## config.mk

```make
export PLATFORM = sky130hd
export DESIGN_NAME = nand_seq
export DESIGN_NICKNAME = d
export VERILOG_FILES = /design/src/rtl/nand_seq_pkg.sv /design/src/rtl/nand_op_decode.sv /design/src/rtl/nand_wait_timer.sv /design/src/rtl/nand_buf.sv /design/src/rtl/nand_seq.sv
export SDC_FILE = /design/constraint.sdc
export NUM_CORES = 1
export LEC_CHECK = 0
export BUFFER_PORTS_ARGS = -buffer_cell sky130_fd_sc_hd__buf_2
export CAP_MARGIN = 20
export CORE_ASPECT_RATIO = 0.8
export CORE_MARGIN = 10
export CORE_UTILIZATION = 52
export DETAILED_ROUTE_END_ITERATION = 6
export PLACE_DENSITY = 0.78
export SLEW_MARGIN = 20
export SYNTH_ARGS = -nofsm -noshare
export SYNTH_HDL_FRONTEND = slang
export SYNTH_SLANG_ARGS = --single-unit
export TNS_END_PERCENT = 50
```

## constraint.sdc

```tcl
create_clock -name clk -period 4.7 [get_ports clk]
set_input_delay 1.175 -clock clk [delete_from_list [all_inputs] [get_ports clk]]
set_output_delay 1.175 -clock clk [all_outputs]
set_load 0.02 [all_outputs]
```

## src/rtl/nand_seq_pkg.sv

```systemverilog
package nand_seq_pkg;

    typedef enum logic [1:0] {
        S_IDLE,
        S_FETCH,
        S_WAIT,
        S_XFER
    } seq_st_e;

    localparam logic [3:0] OP_END  = 4'h0;
    localparam logic [3:0] OP_COL  = 4'h1;
    localparam logic [3:0] OP_ROW  = 4'h2;
    localparam logic [3:0] OP_USR  = 4'h3;
    localparam logic [3:0] OP_CM0  = 4'h4;
    localparam logic [3:0] OP_CM1  = 4'h5;
    localparam logic [3:0] OP_CM2  = 4'h6;
    localparam logic [3:0] OP_CM3  = 4'h7;
    localparam logic [3:0] OP_WBUF = 4'h8;
    localparam logic [3:0] OP_WSGL = 4'h9;
    localparam logic [3:0] OP_RBUF = 4'hA;
    localparam logic [3:0] OP_RSGL = 4'hB;
    localparam logic [3:0] OP_WCM0 = 4'hC;
    localparam logic [3:0] OP_WCM1 = 4'hD;
    localparam logic [3:0] OP_WRD  = 4'hE;
    localparam logic [3:0] OP_STOP = 4'hF;

endpackage

```

## src/rtl/nand_op_decode.sv

```systemverilog
module nand_op_decode import nand_seq_pkg::*; #(
    parameter int CNT_W = 12,
    parameter int BLK_W = 24,
    parameter int COL_W = 11,
    parameter int PG_W  = 6
) (
    input  logic [3:0]       op,
    input  logic [1:0]       idx_lo,
    input  logic             large_page,
    input  logic [1:0]       row_bytes_sel,
    input  logic [31:0]      cmd_word,
    input  logic [BLK_W-1:0] blk_addr,
    input  logic [COL_W-1:0] col_idx,
    input  logic [PG_W-1:0]  page_idx,
    input  logic [7:0]       user_addr,
    input  logic [CNT_W-1:0] byte_cnt,
    input  logic             wide_single,
    input  logic [15:0]      single_wdata,
    input  logic [7:0]       buf_byte,
    output logic [CNT_W:0]   nbytes,
    output logic             is_cmd,
    output logic             is_addr,
    output logic             is_rd,
    output logic             to_buf,
    output logic             waits,
    output logic             ends,
    output logic [7:0]       tx_byte
);

    localparam int ROW_W = 32;

    logic [ROW_W-1:0] row_large;
    logic [ROW_W-1:0] row_small;
    logic [ROW_W-1:0] row_sel;
    logic [1:0]       cmd_pos;
    logic [CNT_W:0]   one_or_two;
    logic [15:0]      col_ext;

    always_comb begin
        row_large  = (ROW_W'(blk_addr) << PG_W) | ROW_W'(page_idx);
        row_small  = (ROW_W'(blk_addr) << (PG_W - 1)) | ROW_W'(page_idx[PG_W-2:0]);
        row_sel    = large_page ? row_large : row_small;
        cmd_pos    = 2'd3 - op[1:0];
        one_or_two = wide_single ? (CNT_W+1)'(2) : (CNT_W+1)'(1);
        col_ext    = 16'(col_idx);

        nbytes  = '0;
        is_cmd  = 1'b0;
        is_addr = 1'b0;
        is_rd   = 1'b0;
        to_buf  = 1'b0;
        waits   = 1'b0;
        ends    = 1'b0;
        tx_byte = 8'h00;

        unique case (op)
            OP_END, OP_STOP: ends = 1'b1;
            OP_COL: begin
                is_addr = 1'b1;
                nbytes  = large_page ? (CNT_W+1)'(2) : (CNT_W+1)'(1);
                tx_byte = idx_lo[0] ? col_ext[15:8] : col_ext[7:0];
            end
            OP_ROW: begin
                is_addr = 1'b1;
                nbytes  = (row_bytes_sel == 2'd0) ? (CNT_W+1)'(2) :
                          (row_bytes_sel == 2'd1) ? (CNT_W+1)'(3) : (CNT_W+1)'(4);
                tx_byte = row_sel[8*idx_lo +: 8];
            end
            OP_USR: begin
                is_addr = 1'b1;
                nbytes  = (CNT_W+1)'(1);
                tx_byte = user_addr;
            end
            OP_CM0, OP_CM1, OP_CM2, OP_CM3, OP_WCM0, OP_WCM1: begin
                is_cmd  = 1'b1;
                waits   = op[3];
                nbytes  = (CNT_W+1)'(1);
                tx_byte = cmd_word[8*cmd_pos +: 8];
            end
            OP_WBUF: begin
                nbytes  = (CNT_W+1)'(byte_cnt);
                tx_byte = buf_byte;
            end
            OP_WSGL: begin
                nbytes  = one_or_two;
                tx_byte = idx_lo[0] ? single_wdata[15:8] : single_wdata[7:0];
            end
            OP_RBUF, OP_WRD: begin
                is_rd  = 1'b1;
                to_buf = 1'b1;
                waits  = (op == OP_WRD);
                nbytes = (CNT_W+1)'(byte_cnt);
            end
            OP_RSGL: begin
                is_rd  = 1'b1;
                nbytes = one_or_two;
            end
            default: ends = 1'b1;
        endcase
    end

endmodule

```

## src/rtl/nand_wait_timer.sv

```systemverilog
module nand_wait_timer #(
    parameter int FIELD_W = 4,
    parameter int SHIFT   = 5,
    localparam int TW     = (1 << FIELD_W) + SHIFT
) (
    input  logic               clk,
    input  logic               rst_n,
    input  logic               clr,
    input  logic               en,
    input  logic [FIELD_W-1:0] sel,
    output logic               expired
);

    logic [TW-1:0] cnt_d, cnt_q;
    logic [TW-1:0] lim_m1;

    always_comb begin
        lim_m1  = (TW'(1) << (int'(sel) + SHIFT)) - TW'(1);
        expired = en && (cnt_q == lim_m1);
        cnt_d   = cnt_q;
        if (clr) begin
            cnt_d = '0;
        end else if (en) begin
            cnt_d = cnt_q + TW'(1);
        end
    end

    always_ff @(posedge clk or negedge rst_n) begin
        if (!rst_n) cnt_q <= '0;
        else        cnt_q <= cnt_d;
    end

endmodule

```

## src/rtl/nand_buf.sv

```systemverilog
module nand_buf #(
    parameter int DEPTH = 16,
    localparam int AW   = $clog2(DEPTH)
) (
    input  logic          clk,
    input  logic          we,
    input  logic [AW-1:0] waddr,
    input  logic [7:0]    wdata,
    input  logic [AW-1:0] raddr_a,
    output logic [7:0]    rdata_a,
    input  logic [AW-1:0] raddr_b,
    output logic [7:0]    rdata_b
);

    logic [7:0] mem [DEPTH];

    always_ff @(posedge clk) begin
        if (we) mem[waddr] <= wdata;
    end

    assign rdata_a = mem[raddr_a];
    assign rdata_b = mem[raddr_b];

endmodule

```

## src/rtl/nand_seq.sv

```systemverilog
module nand_seq import nand_seq_pkg::*; #(
    parameter int NOPS      = 8,
    parameter int CNT_W     = 12,
    parameter int BLK_W     = 24,
    parameter int COL_W     = 11,
    parameter int PG_W      = 6,
    parameter int TMO_W     = 4,
    parameter int TMO_SHIFT = 5,
    parameter int BUF_DEPTH = 16,
    localparam int OP_W     = 4,
    localparam int IW       = NOPS * OP_W,
    localparam int SLOT_W   = $clog2(NOPS),
    localparam int BUF_AW   = $clog2(BUF_DEPTH)
) (
    input  logic              clk,
    input  logic              rst_n,
    input  logic              start,
    input  logic [IW-1:0]     instr,
    input  logic [31:0]       cmd_word,
    input  logic [BLK_W-1:0]  blk_addr,
    input  logic [COL_W-1:0]  col_idx,
    input  logic [PG_W-1:0]   page_idx,
    input  logic              large_page,
    input  logic [1:0]        row_bytes_sel,
    input  logic [7:0]        user_addr,
    input  logic [CNT_W-1:0]  byte_cnt,
    input  logic              wide_single,
    input  logic [15:0]       single_wdata,
    output logic [15:0]       single_rdata,
    input  logic [TMO_W-1:0]  wait_sel,
    input  logic              buf_we,
    input  logic [BUF_AW-1:0] buf_waddr,
    input  logic [7:0]        buf_wdata,
    input  logic [BUF_AW-1:0] buf_raddr,
    output logic [7:0]        buf_rdata,
    output logic              busy,
    output logic              cmd_done,
    output logic              wait_tmo,
    output logic              nf_cle,
    output logic              nf_ale,
    output logic              nf_we_n,
    output logic              nf_re_n,
    output logic [7:0]        nf_dq_o,
    output logic              nf_dq_oe,
    input  logic [7:0]        nf_dq_i,
    input  logic              nf_rdy
);

    typedef struct packed {
        seq_st_e           st;
        logic [SLOT_W-1:0] slot;
        logic [OP_W-1:0]   op;
        logic [CNT_W:0]    idx;
        logic              ph;
        logic              cle;
        logic              ale;
        logic              we_n;
        logic              re_n;
        logic              oe;
        logic [7:0]        dq;
        logic [15:0]       rdat;
        logic              done;
        logic              tmo;
    } seq_t;

    localparam seq_t SEQ_RST = '{
        st: S_IDLE, slot: '0, op: '0, idx: '0, ph: 1'b0,
        cle: 1'b0, ale: 1'b0, we_n: 1'b1, re_n: 1'b1, oe: 1'b0,
        dq: '0, rdat: '0, done: 1'b0, tmo: 1'b0
    };

    seq_t s_d, s_q;

    logic [OP_W-1:0]   cur_op;
    logic [OP_W-1:0]   dec_op;
    logic [CNT_W:0]    nbytes;
    logic              is_cmd, is_addr, is_rd, to_buf, waits, ends;
    logic [7:0]        tx_byte;
    logic [7:0]        buf_seq_byte;
    logic              tmr_clr, tmr_en, tmr_exp;
    logic              seq_bwe;
    logic              adv;
    logic              mem_we;
    logic [BUF_AW-1:0] mem_waddr;
    logic [7:0]        mem_wdata;

    assign cur_op = instr[OP_W*(NOPS-1-int'(s_q.slot)) +: OP_W];
    assign dec_op = (s_q.st == S_FETCH) ? cur_op : s_q.op;

    nand_op_decode #(
        .CNT_W(CNT_W), .BLK_W(BLK_W), .COL_W(COL_W), .PG_W(PG_W)
    ) u_dec (
        .op           (dec_op),
        .idx_lo       (s_q.idx[1:0]),
        .large_page   (large_page),
        .row_bytes_sel(row_bytes_sel),
        .cmd_word     (cmd_word),
        .blk_addr     (blk_addr),
        .col_idx      (col_idx),
        .page_idx     (page_idx),
        .user_addr    (user_addr),
        .byte_cnt     (byte_cnt),
        .wide_single  (wide_single),
        .single_wdata (single_wdata),
        .buf_byte     (buf_seq_byte),
        .nbytes       (nbytes),
        .is_cmd       (is_cmd),
        .is_addr      (is_addr),
        .is_rd        (is_rd),
        .to_buf       (to_buf),
        .waits        (waits),
        .ends         (ends),
        .tx_byte      (tx_byte)
    );

    nand_wait_timer #(
        .FIELD_W(TMO_W), .SHIFT(TMO_SHIFT)
    ) u_tmr (
        .clk    (clk),
        .rst_n  (rst_n),
        .clr    (tmr_clr),
        .en     (tmr_en),
        .sel    (wait_sel),
        .expired(tmr_exp)
    );

    // sequencer captures have priority over host writes
    assign mem_we    = seq_bwe | buf_we;
    assign mem_waddr = seq_bwe ? s_q.idx[BUF_AW-1:0] : buf_waddr;
    assign mem_wdata = seq_bwe ? nf_dq_i : buf_wdata;

    nand_buf #(.DEPTH(BUF_DEPTH)) u_buf (
        .clk    (clk),
        .we     (mem_we),
        .waddr  (mem_waddr),
        .wdata  (mem_wdata),
        .raddr_a(buf_raddr),
        .rdata_a(buf_rdata),
        .raddr_b(s_q.idx[BUF_AW-1:0]),
        .rdata_b(buf_seq_byte)
    );

    always_comb begin
        s_d     = s_q;
        tmr_clr = 1'b0;
        tmr_en  = 1'b0;
        seq_bwe = 1'b0;
        adv     = 1'b0;

        unique case (s_q.st)
            S_IDLE: begin
                s_d.cle = 1'b0;
                s_d.ale = 1'b0;
                s_d.oe  = 1'b0;
                if (start) begin
                    s_d.st   = S_FETCH;
                    s_d.slot = '0;
                    s_d.done = 1'b0;
                    s_d.tmo  = 1'b0;
                end
            end
            S_FETCH: begin
                s_d.cle = 1'b0;
                s_d.ale = 1'b0;
                s_d.oe  = 1'b0;
                tmr_clr = 1'b1;
                s_d.op  = cur_op;
                s_d.idx = '0;
                s_d.ph  = 1'b0;
                if (ends) begin
                    s_d.st   = S_IDLE;
                    s_d.done = 1'b1;
                end else if (waits) begin
                    s_d.st = S_WAIT;
                end else if (nbytes == '0) begin
                    adv = 1'b1;
                end else begin
                    s_d.st = S_XFER;
                end
            end
            S_WAIT: begin
                s_d.oe = 1'b0;
                tmr_en = !nf_rdy;
                if (nf_rdy) begin
                    if (nbytes == '0) adv = 1'b1;
                    else              s_d.st = S_XFER;
                end else if (tmr_exp) begin
                    s_d.st  = S_IDLE;
                    s_d.tmo = 1'b1;
                end
            end
            S_XFER: begin
                if (!s_q.ph) begin
                    s_d.we_n = is_rd;
                    s_d.re_n = !is_rd;
                    s_d.cle  = is_cmd;
                    s_d.ale  = is_addr;
                    s_d.oe   = !is_rd;
                    s_d.dq   = is_rd ? s_q.dq : tx_byte;
                    s_d.ph   = 1'b1;
                end else begin
                    s_d.we_n = 1'b1;
                    s_d.re_n = 1'b1;
                    if (is_rd) begin
                        if (to_buf)          seq_bwe = 1'b1;
                        else if (s_q.idx[0]) s_d.rdat[15:8] = nf_dq_i;
                        else                 s_d.rdat[7:0]  = nf_dq_i;
                    end
                    if (s_q.idx == nbytes - (CNT_W+1)'(1)) begin
                        adv = 1'b1;
                    end else begin
                        s_d.idx = s_q.idx + (CNT_W+1)'(1);
                        s_d.ph  = 1'b0;
                    end
                end
            end
            default: s_d = SEQ_RST;
        endcase

        if (adv) begin
            if (s_q.slot == SLOT_W'(NOPS - 1)) begin
                s_d.st   = S_IDLE;
                s_d.done = 1'b1;
            end else begin
                s_d.st   = S_FETCH;
                s_d.slot = s_q.slot + SLOT_W'(1);
            end
        end
    end

    always_ff @(posedge clk or negedge rst_n) begin
        if (!rst_n) s_q <= SEQ_RST;
        else        s_q <= s_d;
    end

    assign busy         = (s_q.st != S_IDLE);
    assign cmd_done     = s_q.done;
    assign wait_tmo     = s_q.tmo;
    assign nf_cle       = s_q.cle;
    assign nf_ale       = s_q.ale;
    assign nf_we_n      = s_q.we_n;
    assign nf_re_n      = s_q.re_n;
    assign nf_dq_o      = s_q.dq;
    assign nf_dq_oe     = s_q.oe;
    assign single_rdata = s_q.rdat;

endmodule

```

==> Word-level counts from Yosys, hierarchy flattened <==
Memory sizes are Yosys's and may differ from the RTL's.
Index checks and enable logic that the tools add are counted.
{ "word_totals": {"ff_bits": 75, "word_cells": 160, "ram_bits": 128, "input_bits": 178, "out_inout_bits": 40, "memories": 1} }
{ "mem_list": {"columns": ["memory", "words", "word_bits", "rd", "rd_ports_with_merged_regs", "wr", "line_no", "source"], "rows": [
  ["u_buf.mem", 16, 8, 2, 0, 1, "nand_buf.sv:15", "logic [7:0] mem [DEPTH];"]
]} }
{ "op_classes": {"eq_ne": 30, "n_shift": 4, "n_mux": 64, "add_sub_neg": 8, "n_bitwise": 7, "reduce_logical": 30} }
{ "ops": {"columns": ["operator", "count"], "rows": [
  ["$pmux 13 s5", 1],
  ["$shiftx 32x6->8", 2],
  ["$pmux 8 s6", 1],
  ["$mux 21", 2],
  ["$eq 4x4->1 const B", 8],
  ["$mux 32", 1],
  ["$mux 8", 4],
  ["$shiftx 32x6->4", 1],
  ["$shl 1x32->21 const A", 1],
  ["$or 30x6->30", 1],
  ["$or 29x5->29", 1],
  ["$pmux 14 s2", 1],
  ["$mux 1", 26],
  ["$mux 13", 2],
  ["$add 21x1->21 const B", 1],
  ["$eq 21x21->1", 1],
  ["$sub 21x2->21 const B", 1],
  ["$mux 2", 10],
  ["$eq 4x3->1 const B", 4],
  ["$mux 14", 1],
  ["$add 13x1->13 const B", 1],
  ["$eq 13x13->1", 1],
  ["$logic_not 13->1", 1],
  ["$sub 13x1->13 const B", 1],
  ["36 further kinds", 69]
]} }

==> Depth between registers and ports, before layout <==
Gate-level depths: netlist of run 1.
{ "depth": {"ltp_word": 13, "depth_mapped": 25, "mapped_depth_nobuf": 22} }

==> By module <==
From an unflattened synthesis of run 1, not the netlist that was laid out.
{ "unflattened": {"hier_cells": 1014, "area_unflattened_um2": 12712.2} }
{ "by_module_without_submodules": {"columns": ["mod", "cells_per_inst", "seq_area_each_um2", "instances", "area_per_inst_um2"], "rows": [
  ["nand_buf", 291, 3843.7, 1, 6024.5],
  ["nand_seq", 370, 1353.8, 1, 3648.5],
  ["nand_wait_timer", 198, 525.5, 1, 1694.1],
  ["nand_op_decode", 155, 0.0, 1, 1345.0]
]} }

==> Least setup slack after synthesis of run 1 <==
No wires, ideal clock.
{ "synth_timing": {"path_kind": "input-to-reg", "startpoint": "in instr[0]", "endpoint": "reg s_q[52] (netlist name)", "setup_ps": 121, "t_required_ps": 4579, "setup_slack_ps": -341, "arrival_ps": 4920, "path_buffers": 2, "stages": 22, "path_cell_list": "mux2i_1 > mux4_2 > mux2_4 > inv_2 > buf_2 > nand2_1 > a21oi_1 > nor2_1 > ha_1 > clkbuf_1 > inv_1 > nor2_1 > nand3_1 > o21ai_0 > and2_1 > o31ai_1 > and2_1 > nand4_1 > or4_4 > a21oi_4 > o21ai_1 > a22o_1"} }
{ "synth_via": {"elab_chain_cells": 12, "word_cells_on_any_way": 47, "cone_classes": "add/sub: 1; eq/ne: 18; shift: 1; mux: 17; reduce/logical: 10"} }
{ "synth_lines": {"columns": ["item", "line_no", "source"], "rows": [
  ["from (decl)", "nand_seq.sv:18", "input logic [IW-1:0] instr,"],
  ["$shiftx 32x6->4 (*)", "nand_seq.sv:87", "assign cur_op = instr[OP_W*(NOPS-1-int'(s_q.slot)) +: OP_W];"],
  ["$mux 4 (*)", null, null],
  ["$eq 4x2->1, or another cell as far along", "nand_op_decode.sv:56", "unique case (op)"],
  ["$reduce_or 7->1 (no source line), or another cell as far along", null, null],
  ["$pmux 13 s5", "nand_op_decode.sv:56", null],
  ["$sub 13x1->13 / $logic_not 13->1 (equally long branches)", "nand_seq.sv:209, nand_seq.sv:175, nand_seq.sv:185", null],
  ["$eq 13x13->1 / $mux 1 (equally long branches)", "nand_seq.sv:209, nand_seq.sv:175, nand_seq.sv:185", null],
  ["$mux 1, on equally long branches", "nand_seq.sv:209, nand_seq.sv:173", null],
  ["$mux 1, on equally long branches", "nand_seq.sv:193, nand_seq.sv:170", null],
  ["$pmux 1 s3", "nand_seq.sv:150", "unique case (s_q.st)"],
  ["$ne 4x4->1 (no source line), or another cell as far along", null, null],
  ["$reduce_and 3->1 (no source line)", null, null],
  ["to (signal assigned)", "nand_seq.sv:232", "if (!rst_n) s_q <= SEQ_RST;"],
  ["to (signal assigned)", "nand_seq.sv:233", "else s_q <= s_d;"],
  ["to (decl)", "nand_seq.sv:72", "seq_t s_d, s_q;"]
]} }
Every way passes the cells marked *; elsewhere a longest branch is shown, timed or not.
A chain may end at the register's enable or synchronous reset.

==> Worst setup path after layout of run 1 <==
Same ends and word-level chain as after synthesis.

==> results.txt, run 1 <==
----------------------------------------------------
[Routing]
  Total number of vias ... 10572
  Post-detailed-route via-to-cell ratio ... 6.36
  Detailed router's first-iteration violation count ... 959
  Antenna viol nets, final ... 0
  Final routed wirelength across all metal layers ... 40100 um
  Average wire length per cell after detail routing ... 24.1 um
  Number of iterations in the first detailed-routing pass ... 5
  Total DRC errors in the routed layout ... 0

[Run status]
  Status ... finished, final reports clean

[GRT]
  Number of global-route vias before repair ... 10458
  GR Overflow Total ... 0
  Number of antenna violations at the first check in global routing ... 3
  Wire length of the first global-routing pass ... 61200 um
  Overall track demand over capacity in global routing ... 24.4%
  Largest net degree at the start of global routing ... 57

[CTS]
  Cell chosen for the clock root ... sky130_fd_sc_hd__clkbuf_16
  Clock transition at the register clock pins on the worst setup and hold paths after CTS ... 60 ps
  CTS max path bufs ... 3
  Number of clock sinks ... 203
  Clock latency reported for the late side of the worst-skew pair ... 510 ps
  H-tree lvl count ... 1
  Num CTS Buffers ... 22
  CTS tree ... built

[STA]
  Headroom to the max-slew limit ... 22.7%
  Worst hold slack ... 490 ps
  Count of final max-slew check failures ... 0
  Worst-Margin Slew ... 1160 ps
  Fin crit period ... 4510 ps
  Max Freq ... 222 MHz
  Hold Fails Final Rpt ... 0
  Final setup skew ... 19.8 ps
  Number of setup violations in the final report ... 0
  Period utilization ... 96.0%

[Yosys]
  Post-synthesis sequential area ratio ... 44.2%
  Mean area per synthesized cell ... 11.8 um^2
  Post-synth EDFFs ... 128
  Main flop type after synthesis ... sky130_fd_sc_hd__edfxtp_1
  Number of distinct library cell variants in the gate-level netlist after synthesis ... 78
  Post-synth net total ... 1288
  Synthesized cell area ... 12900 um^2
  Proportion of synthesized flip-flops having asynchronous set or reset ... 36.9%
  Post-synthesis instance total ... 1098
  Ys Warns ... 0
  Number of synthesized register bits ... 203

[Finish]
  Register cell area after layout ... 5730 um^2
  Footprint of the multi-input gates ... 6700 um^2
  Area delta synth->final ... 19.4%
  Count of filler cells inserted in the layout ... 1879
  Layout cells sized above 1 ... 36.2%
  Net total in the final layout ... 1515
  Layout Cells excl Fill ... 1662

[Worst setup path]
  Worst Reg2Reg Path Length in Cells ... 18
  Worst R2R Start ... s_q[49]
  Data arrival time of the critical path ... 4970 ps
  Setup crit start ... instr[0]
  FF-to-FF End ... s_q[52]
  Critical path data required time ... 5150 ps
  Worst-path maximum fanout ... 6
  Critical Path Source Type ... primary input
  Register-to-register setup slack ... 230 ps
  Critical path type ... in -> reg
  Type of destination of the critical path ... flop

[Power and ir drop]
  Overall power ... 6.87 mW
  Worst vdd ir ... 0.253 mV
  Standby leakage power ... 6.11 nW
  Pwr dens ... 444 nW/um^2

[Placed design]
  Cell Count Post-Placement ... 1619
  Sum of net half-perimeters after detailed placement ... 30300 um
  Routability congestion estimate from global placement ... 0.950
  Count of port buffers added during placement ... 217

[Floorplan]
  Starting density of the core ... 53.0%
  Row count ... 51
  Vertical die dimension ... 161 um
  Floorplan die area ... 31600 um^2
  Core Region ... 24400 um^2
  Die Wd ... 196 um
  Io pins ... 218

[Worst hold path]
  Startpoint of the lowest-slack hold path ... nf_re_n
  Hold Crit Class ... reg -> reg
  End point of the worst hold path ... nf_re_n
  Worst hold path depth ... 2

[Flow run]
  Max-capacitance violation count ... 0

----------------------------------------------------
==> worst max-delay path, cell delays in order <==
cell and delay (ps):
sky130_fd_sc_hd__buf_2 80, sky130_fd_sc_hd__mux2i_1 60, sky130_fd_sc_hd__mux4_2 470, sky130_fd_sc_hd__mux2_4 290, sky130_fd_sc_hd__inv_4 100, sky130_fd_sc_hd__nor2_1 50, sky130_fd_sc_hd__a221o_1 320, sky130_fd_sc_hd__nor2_1 110
sky130_fd_sc_hd__ha_2 240, sky130_fd_sc_hd__buf_4 150, sky130_fd_sc_hd__o211ai_1 170, sky130_fd_sc_hd__o31ai_1 330, sky130_fd_sc_hd__and2_1 210, sky130_fd_sc_hd__nand4_1 90, sky130_fd_sc_hd__or4_4 470, sky130_fd_sc_hd__a21oi_4 240
sky130_fd_sc_hd__mux2i_1 220, sky130_fd_sc_hd__a22o_1 140
==> cell type report <==
| cell class | count | share of cell area [%] |
|---|---|---|
| Antenna cell | 3 | 0.0486 |
| Sequential cell | 203 | 37.1 |
| Multi-Input combinational cell | 771 | 43.4 |
| Clock inverter | 15 | 1.16 |
| Timing Repair Buffer | 298 | 11.3 |
| Tap cell | 318 | 2.57 |
| Inverter | 29 | 0.721 |
| Clock buffer | 25 | 3.77 |
==> sequential cells by signal, summed over array words and instances, names as in the netlist <==
register and count:
nf_dq_oe 1, nf_ale 1, nf_cle 1, nf_dq_o 8, u_buf.mem 128, u_tmr.cnt_q 21, wait_tmo 1, single_rdata 16
nf_re_n 1, cmd_done 1, s_q 23, nf_we_n 1
==> worst max-delay path by stage <==
stage | slack (ps) | cells after the start | to
detailed placement | -240 | 18 | s_q[52]
global route | -9 | 21 | s_q[52]
global placement | -150 | 18 | s_q[52]
floorplan | -20 | 22 | s_q[52]
CTS | 280 | 18 | s_q[52]
finish | 190 | 18 | s_q[52]
==> metrics by stage <==
stage | worst slack [ps] | TNS [ps] | utilization (%) | area, um^2
floorplan | -15.8 | -15.8 | - | 13000
global placement | -153 | -1540 | 60.0 | 14700
detailed placement | -240 | -2610 | 60.0 | 14700
CTS | 278 | 0 | 63.1 | 15400
global route | -9.36 | -9.36 | 63.2 | 15500
finish | 186 | 0 | 63.2 | 15500
==> placed cells by master, fill, tap and decap left out, types with 10 or more instances in the layout <==
cell                        count
sky130_fd_sc_hd__o22ai_1       10
sky130_fd_sc_hd__ha_1          10
sky130_fd_sc_hd__mux2i_1       54
sky130_fd_sc_hd__nor3_1        23
sky130_fd_sc_hd__nand4_1       18
sky130_fd_sc_hd__mux2_2        27
sky130_fd_sc_hd__clkbuf_16     23
sky130_fd_sc_hd__dfrtp_1       71
sky130_fd_sc_hd__nor4_1        10
sky130_fd_sc_hd__o21ai_0       33
sky130_fd_sc_hd__xnor2_1       30
sky130_fd_sc_hd__xor2_1        29
sky130_fd_sc_hd__a31oi_1       16
sky130_fd_sc_hd__nor2_1        95
sky130_fd_sc_hd__buf_4         78
sky130_fd_sc_hd__and3_1        15
sky130_fd_sc_hd__inv_1         24
sky130_fd_sc_hd__edfxtp_1     128
sky130_fd_sc_hd__mux4_2        91
sky130_fd_sc_hd__nand2_1       68
sky130_fd_sc_hd__nor2b_1       11
sky130_fd_sc_hd__buf_2        216
sky130_fd_sc_hd__a22o_1        12
sky130_fd_sc_hd__a21oi_1       36
sky130_fd_sc_hd__nand3_1       31
==> cell families after synthesis <==
group / synth area share (%)
xor+xnor: 4.17
simple gates: 12.8
fa+ha+maj: 1.16
compound gates: 10.7
flops: 44.2
buf+inv: 4.47
mux: 22.5
==> Yosys cell counts, types with 17 or more instances <==
master	count	area share, %
sky130_fd_sc_hd__nand3_1	31	1.2
sky130_fd_sc_hd__o21ai_0	34	1.3
sky130_fd_sc_hd__buf_1	17	0.49
sky130_fd_sc_hd__inv_1	25	0.73
sky130_fd_sc_hd__nand4_1	18	0.87
sky130_fd_sc_hd__clkbuf_1	46	1.3
sky130_fd_sc_hd__dfrtp_1	73	14
sky130_fd_sc_hd__xor2_1	29	2.0
sky130_fd_sc_hd__mux2i_1	54	4.2
sky130_fd_sc_hd__a21oi_1	37	1.4
sky130_fd_sc_hd__mux4_2	91	16
sky130_fd_sc_hd__mux2_2	27	2.3
sky130_fd_sc_hd__nand2_1	69	2.0
sky130_fd_sc_hd__nor2_1	97	2.8
sky130_fd_sc_hd__buf_4	24	1.4
sky130_fd_sc_hd__xnor2_1	30	2.0
sky130_fd_sc_hd__nor3_1	23	0.89
sky130_fd_sc_hd__edfxtp_1	128	30
==> where the power goes <==
group          switching, mW  total [mW]  internal, mW
Clock                  0.730        1.84          1.11
Sequential            0.0904        2.10          2.01
Combinational           1.66        2.92          1.27
Total                   2.48        6.87          4.39
==> routing by layer <==
metal	track usage, %	vias up	part of all wire (%)
met3	6.12	76	10
met2	38.5	576	46
met5	0	-	0
met1	31.8	5211	40
li1	-	4709	-
met4	9.18	0	3.2
==> timing repair <==
| action | 4_1_cts | 5_1_grt |
|---|---|---|
| endpoints found under the setup margin | 0 | 12 |
| hold buffers | 0 | 0 |
| setup buffers | 0 | 0 |
| resized for setup | 0 | 3 |
Note: power is estimated with default switching activity, not from simulation.
==> inputs of run 2 (changes only) <==
Settings changed: BUFFER_PORTS_ARGS -buffer_cell sky130_fd_sc_hd__buf_2 to not set, CORE_UTILIZATION 52 to 59, DONT_BUFFER_PORTS set to 1.
==> run 2 against run 1 <==
  * Combinational power decreased by 8.9%
  * Critical path depth increased by 3
  * Non-clock buffer count decreased by 229
  * First-iteration DRC count increased by 32%
  * Setup slack improved by 130 ps
  * Register-to-register slack improved by 80 ps
  * Via count decreased by 7.4%
  * Cell count decreased by 16%
  * Die area decreased by 11%
  * Clock power increased by 7%
  * Maximum frequency increased by 2.9%
==> results.txt, run 2 (synthesis results as in run 1) <==
----------------------------------------------------
[Run status]
  Status ... finished, final reports clean (unchanged)

[Finish]
  Register bank with the most flops ... u_buf.mem (unchanged)
  Top library cells by usage in the layout, fill and taps aside ... 128 x sky130_fd_sc_hd__edfxtp_1, 93 x sky130_fd_sc_hd__nor2_1, 91 x sky130_fd_sc_hd__mux4_2 (was 216 x sky130_fd_sc_hd__buf_2, 128 x sky130_fd_sc_hd__edfxtp_1, 95 x sky130_fd_sc_hd__nor2_1)
  Max FFs per register ... 128 (unchanged)
  Layout cells sized above 1 ... 23.4% (was 36.2%)
  Area delta synth->final ... 10.1% (was 19.4%)
  Largest registers ... u_buf.mem: 128 flops, s_q: 23 flops, u_tmr.cnt_q: 21 flops (unchanged)
  Layout Cells excl Fill ... 1393 (was 1662)
  Final design instance area without fill ... 14200 um^2 (was 15500 um^2)
  Most common library cell in the layout ignoring fill and taps ... sky130_fd_sc_hd__edfxtp_1 (was sky130_fd_sc_hd__buf_2)
  Final core utilization ... 66.1% (was 63.2%)
  Net total in the final layout ... 1287 (was 1515)

[STA]
  Final setup skew ... 13.3 ps (was 19.8 ps)
  Max Freq ... 228 MHz (was 222 MHz)
  Headroom to the max-slew limit ... 25.4% (was 22.7%)
  Number of setup violations in the final report ... 0 (unchanged)
  Period utilization ... 93.4% (was 96.0%)
  Fin crit period ... 4390 ps (was 4510 ps)
  Setup repair after global routing missed its margin ... false
  Worst-Margin Slew ... 1110 ps (was 1160 ps)
  Count of final max-slew check failures ... 0 (unchanged)
  Hold Fails Final Rpt ... 0 (unchanged)
  Final TNS setup ... 0 ps (unchanged)

[Floorplan]
  Io pins ... 218 (unchanged)
  Floorplan die area ... 28300 um^2 (was 31600 um^2)
  Core Region ... 21600 um^2 (was 24400 um^2)
  Row count ... 48 (was 51)
  Vertical die dimension ... 152 um (was 161 um)
  Die Wd ... 186 um (was 196 um)
  Starting density of the core ... 60.0% (was 53.0%)

[GRT]
  Most used routing layer in global routing ... met2 (unchanged)
  Met1 usage in global routing ... 35.1% (was 31.8%)
  Largest net degree at the start of global routing ... 76 (was 57)
  Number of antenna violations at the first check in global routing ... 5 (was 3)
  Number of global-route vias before repair ... 9527 (was 10458)
  Met2 track utilization from global routing ... 40.0% (was 38.5%)
  Overall track demand over capacity in global routing ... 26.6% (was 24.4%)
  Met3 usage in global routing ... 8.01% (was 6.12%)
  GR Overflow Total ... 0 (unchanged)
  Wire length of the first global-routing pass ... 58500 um (was 61200 um)

[Placed design]
  Count of port buffers added during placement ... 0 (was 217)
  Sum of net half-perimeters after detailed placement ... 28000 um (was 30300 um)
  Total cell area at the placement stage ... 13400 um^2 (was 14700 um^2)
  Cell Count Post-Placement ... 1342 (was 1619)
  Routability congestion estimate from global placement ... 0.922 (was 0.950)

[Worst setup path]
  Critical path's slowest cell ... sky130_fd_sc_hd__or4_4 (was sky130_fd_sc_hd__mux4_2)
  Register-to-register setup slack ... 310 ps (was 230 ps)
  Type of destination of the critical path ... flop (unchanged)
  Worst R2R Start ... s_q[49] (unchanged)
  Worst-path maximum fanout ... 7 (was 6)
  CP peak stage delay ... 480 ps (was 470 ps)
  Cells traversed along the worst timing path ... buf_4, mux2i_1, mux4_2, mux2_4, inv_4, nor2_1, a221o_1, nor2_1, ha_2, inv_2, nor2_2, nand3_1, o21ai_1, and2_1, or4_1, and2_1, nand4_1, or4_4, a21oi_4, mux2i_1, a22o_1 (was buf_2, mux2i_1, mux4_2, mux2_4, inv_4, nor2_1, a221o_1, nor2_1, ha_2, buf_4, o211ai_1, o31ai_1, and2_1, nand4_1, or4_4, a21oi_4, mux2i_1, a22o_1)
  Critical path type ... reg -> reg (was in -> reg)
  Data arrival time of the critical path ... 4830 ps (was 4970 ps)
  Worst Reg2Reg Path Length in Cells ... 21 (was 18)
  Worst Path Buf+Inv ... 3 (unchanged)
  Critical Path Source Type ... flop (was primary input)
  Critical path data required time ... 5150 ps (about the same)
  FF-to-FF End ... s_q[52] (unchanged)
  CP top delay family ... simple AND/OR/NAND/NOR gates (was compound AO/OA/AOI/OAI gates)

[CTS]
  CTS max path bufs ... 3 (unchanged)
  Number of clock sinks ... 203 (unchanged)
  Hold-fix buffer count after cts ... 0 (unchanged)
  Num CTS Buffers ... 23 (was 22)
  Clock transition at the register clock pins on the worst setup and hold paths after CTS ... 60 ps (about the same)
  H-tree lvl count ... 1 (unchanged)
  Cell chosen for the clock root ... sky130_fd_sc_hd__clkbuf_16 (unchanged)
  CTS tree ... built (unchanged)
  Clock latency reported for the late side of the worst-skew pair ... 520 ps (was 510 ps)

[Power and ir drop]
  Flop pwr share ... 32.1% (was 30.6%)
  Worst vdd ir ... 0.244 mV (was 0.253 mV)
  Reported net switching power ... 2.42 mW (was 2.48 mW)
  Internal Power ... 4.39 mW (about the same)
  Standby leakage power ... 5.17 nW (was 6.11 nW)
  Pwr dens ... 478 nW/um^2 (was 444 nW/um^2)
  Part of the total power dissipated in the clock network ... 28.9% (was 26.8%)
  Share of power burned in combinational logic ... 39.0% (was 42.6%)
  Overall power ... 6.81 mW (was 6.87 mW)
  Switching power share of the total ... 35.5% (was 36.0%)

[Routing]
  Average wire length per cell after detail routing ... 28.2 um (was 24.1 um)
  Detailed router's first-iteration violation count ... 1267 (was 959)
  Antenna viol nets, final ... 0 (unchanged)
  Total DRC errors in the routed layout ... 0 (unchanged)
  Number of iterations in the first detailed-routing pass ... 5 (unchanged)
  Post-detailed-route via-to-cell ratio ... 7.03 (was 6.36)
  Final routed wirelength across all metal layers ... 39200 um (was 40100 um)
  Total number of vias ... 9794 (was 10572)

[Worst hold path]
  Hold Crit Class ... in -> async (was reg -> reg)

[Flow run]
  Max-capacitance violation count ... 0 (unchanged)

----------------------------------------------------
## run 2: changes by cell type in the layout (fill, tap and decap cells not counted), sizes merged
cell      change
bufinv        +1
diode         +1
clkbuf        +6
clkinv        -6
clkinvlp      -1
buf         -229
inv           +2
## run 2: metal layers
layer,up-vias,wire length [um]
met4,2,1500
li1,4255,-
met5,-,13
met1,4806,15100
met2,638,17900
met3,93,4770
## run 2: layout make-up
type / instances / area [um^2]
diodes: 4 / 10.0
clock buffers: 31 / 636
clock inverters: 11 / 188
fillers: 1603 / 7320
inverters: 29 / 111
multi-input cells: 771 / 6710
flip-flops and latches: 203 / 5730
well taps: 275 / 344
repair buffers: 69 / 518
## run 2: through the flow
step           setup WS (ps)  hold WS [ps]
2_1_floorplan          -15.8           474
3_3_place_gp            -109           539
3_5_place_dp            -157           538
4_1_cts                  149           333
5_1_grt                 29.5           333
6_report                 312           351
## run 2: what timing repair did
action | 4_1_cts | 5_1_grt
resized for setup | 0 | 5
endpoints found under the setup margin | 0 | 19
setup buffers | 0 | 5
## run 2: power by group through the flow
stage / sequential (mW) / clock [mW] / combinational [mW]
3_5_place_dp: 2.23 / 0 / 2.57
2_1_floorplan: 2.11 / 0 / 2.00
5_1_grt: 2.20 / 2.06 / 2.87
4_1_cts: 2.19 / 1.99 / 2.59
6_report: 2.19 / 1.97 / 2.66
3_3_place_gp: 2.22 / 0 / 2.56
## run 2: worst max-delay path by stage
stage	cells after the start	slack, ps	endpoint	startpoint
6_report	21	310	s_q[52]	s_q[49]
5_1_grt	21	30	s_q[38]	s_q[49]
4_1_cts	22	150	s_q[38]	s_q[49]
3_5_place_dp	20	-160	s_q[52]	instr[0]
3_3_place_gp	18	-110	s_q[52]	instr[0]
2_1_floorplan	22	-20	s_q[52]	instr[0]
## run 2: worst register-to-register path, stage by stage, from the launching register on
cell and delay (ps):
sky130_fd_sc_hd__dfrtp_2 460, sky130_fd_sc_hd__buf_4 170, sky130_fd_sc_hd__mux2i_1 110, sky130_fd_sc_hd__mux4_2 470
sky130_fd_sc_hd__mux2_4 300, sky130_fd_sc_hd__inv_4 100, sky130_fd_sc_hd__nor2_1 50, sky130_fd_sc_hd__a221o_1 330
sky130_fd_sc_hd__nor2_1 120, sky130_fd_sc_hd__ha_2 280, sky130_fd_sc_hd__inv_2 60, sky130_fd_sc_hd__nor2_2 130
sky130_fd_sc_hd__nand3_1 70, sky130_fd_sc_hd__o21ai_1 80, sky130_fd_sc_hd__and2_1 160, sky130_fd_sc_hd__or4_1 130
sky130_fd_sc_hd__and2_1 150, sky130_fd_sc_hd__nand4_1 90, sky130_fd_sc_hd__or4_4 480, sky130_fd_sc_hd__a21oi_4 240
sky130_fd_sc_hd__mux2i_1 210, sky130_fd_sc_hd__a22o_1 140
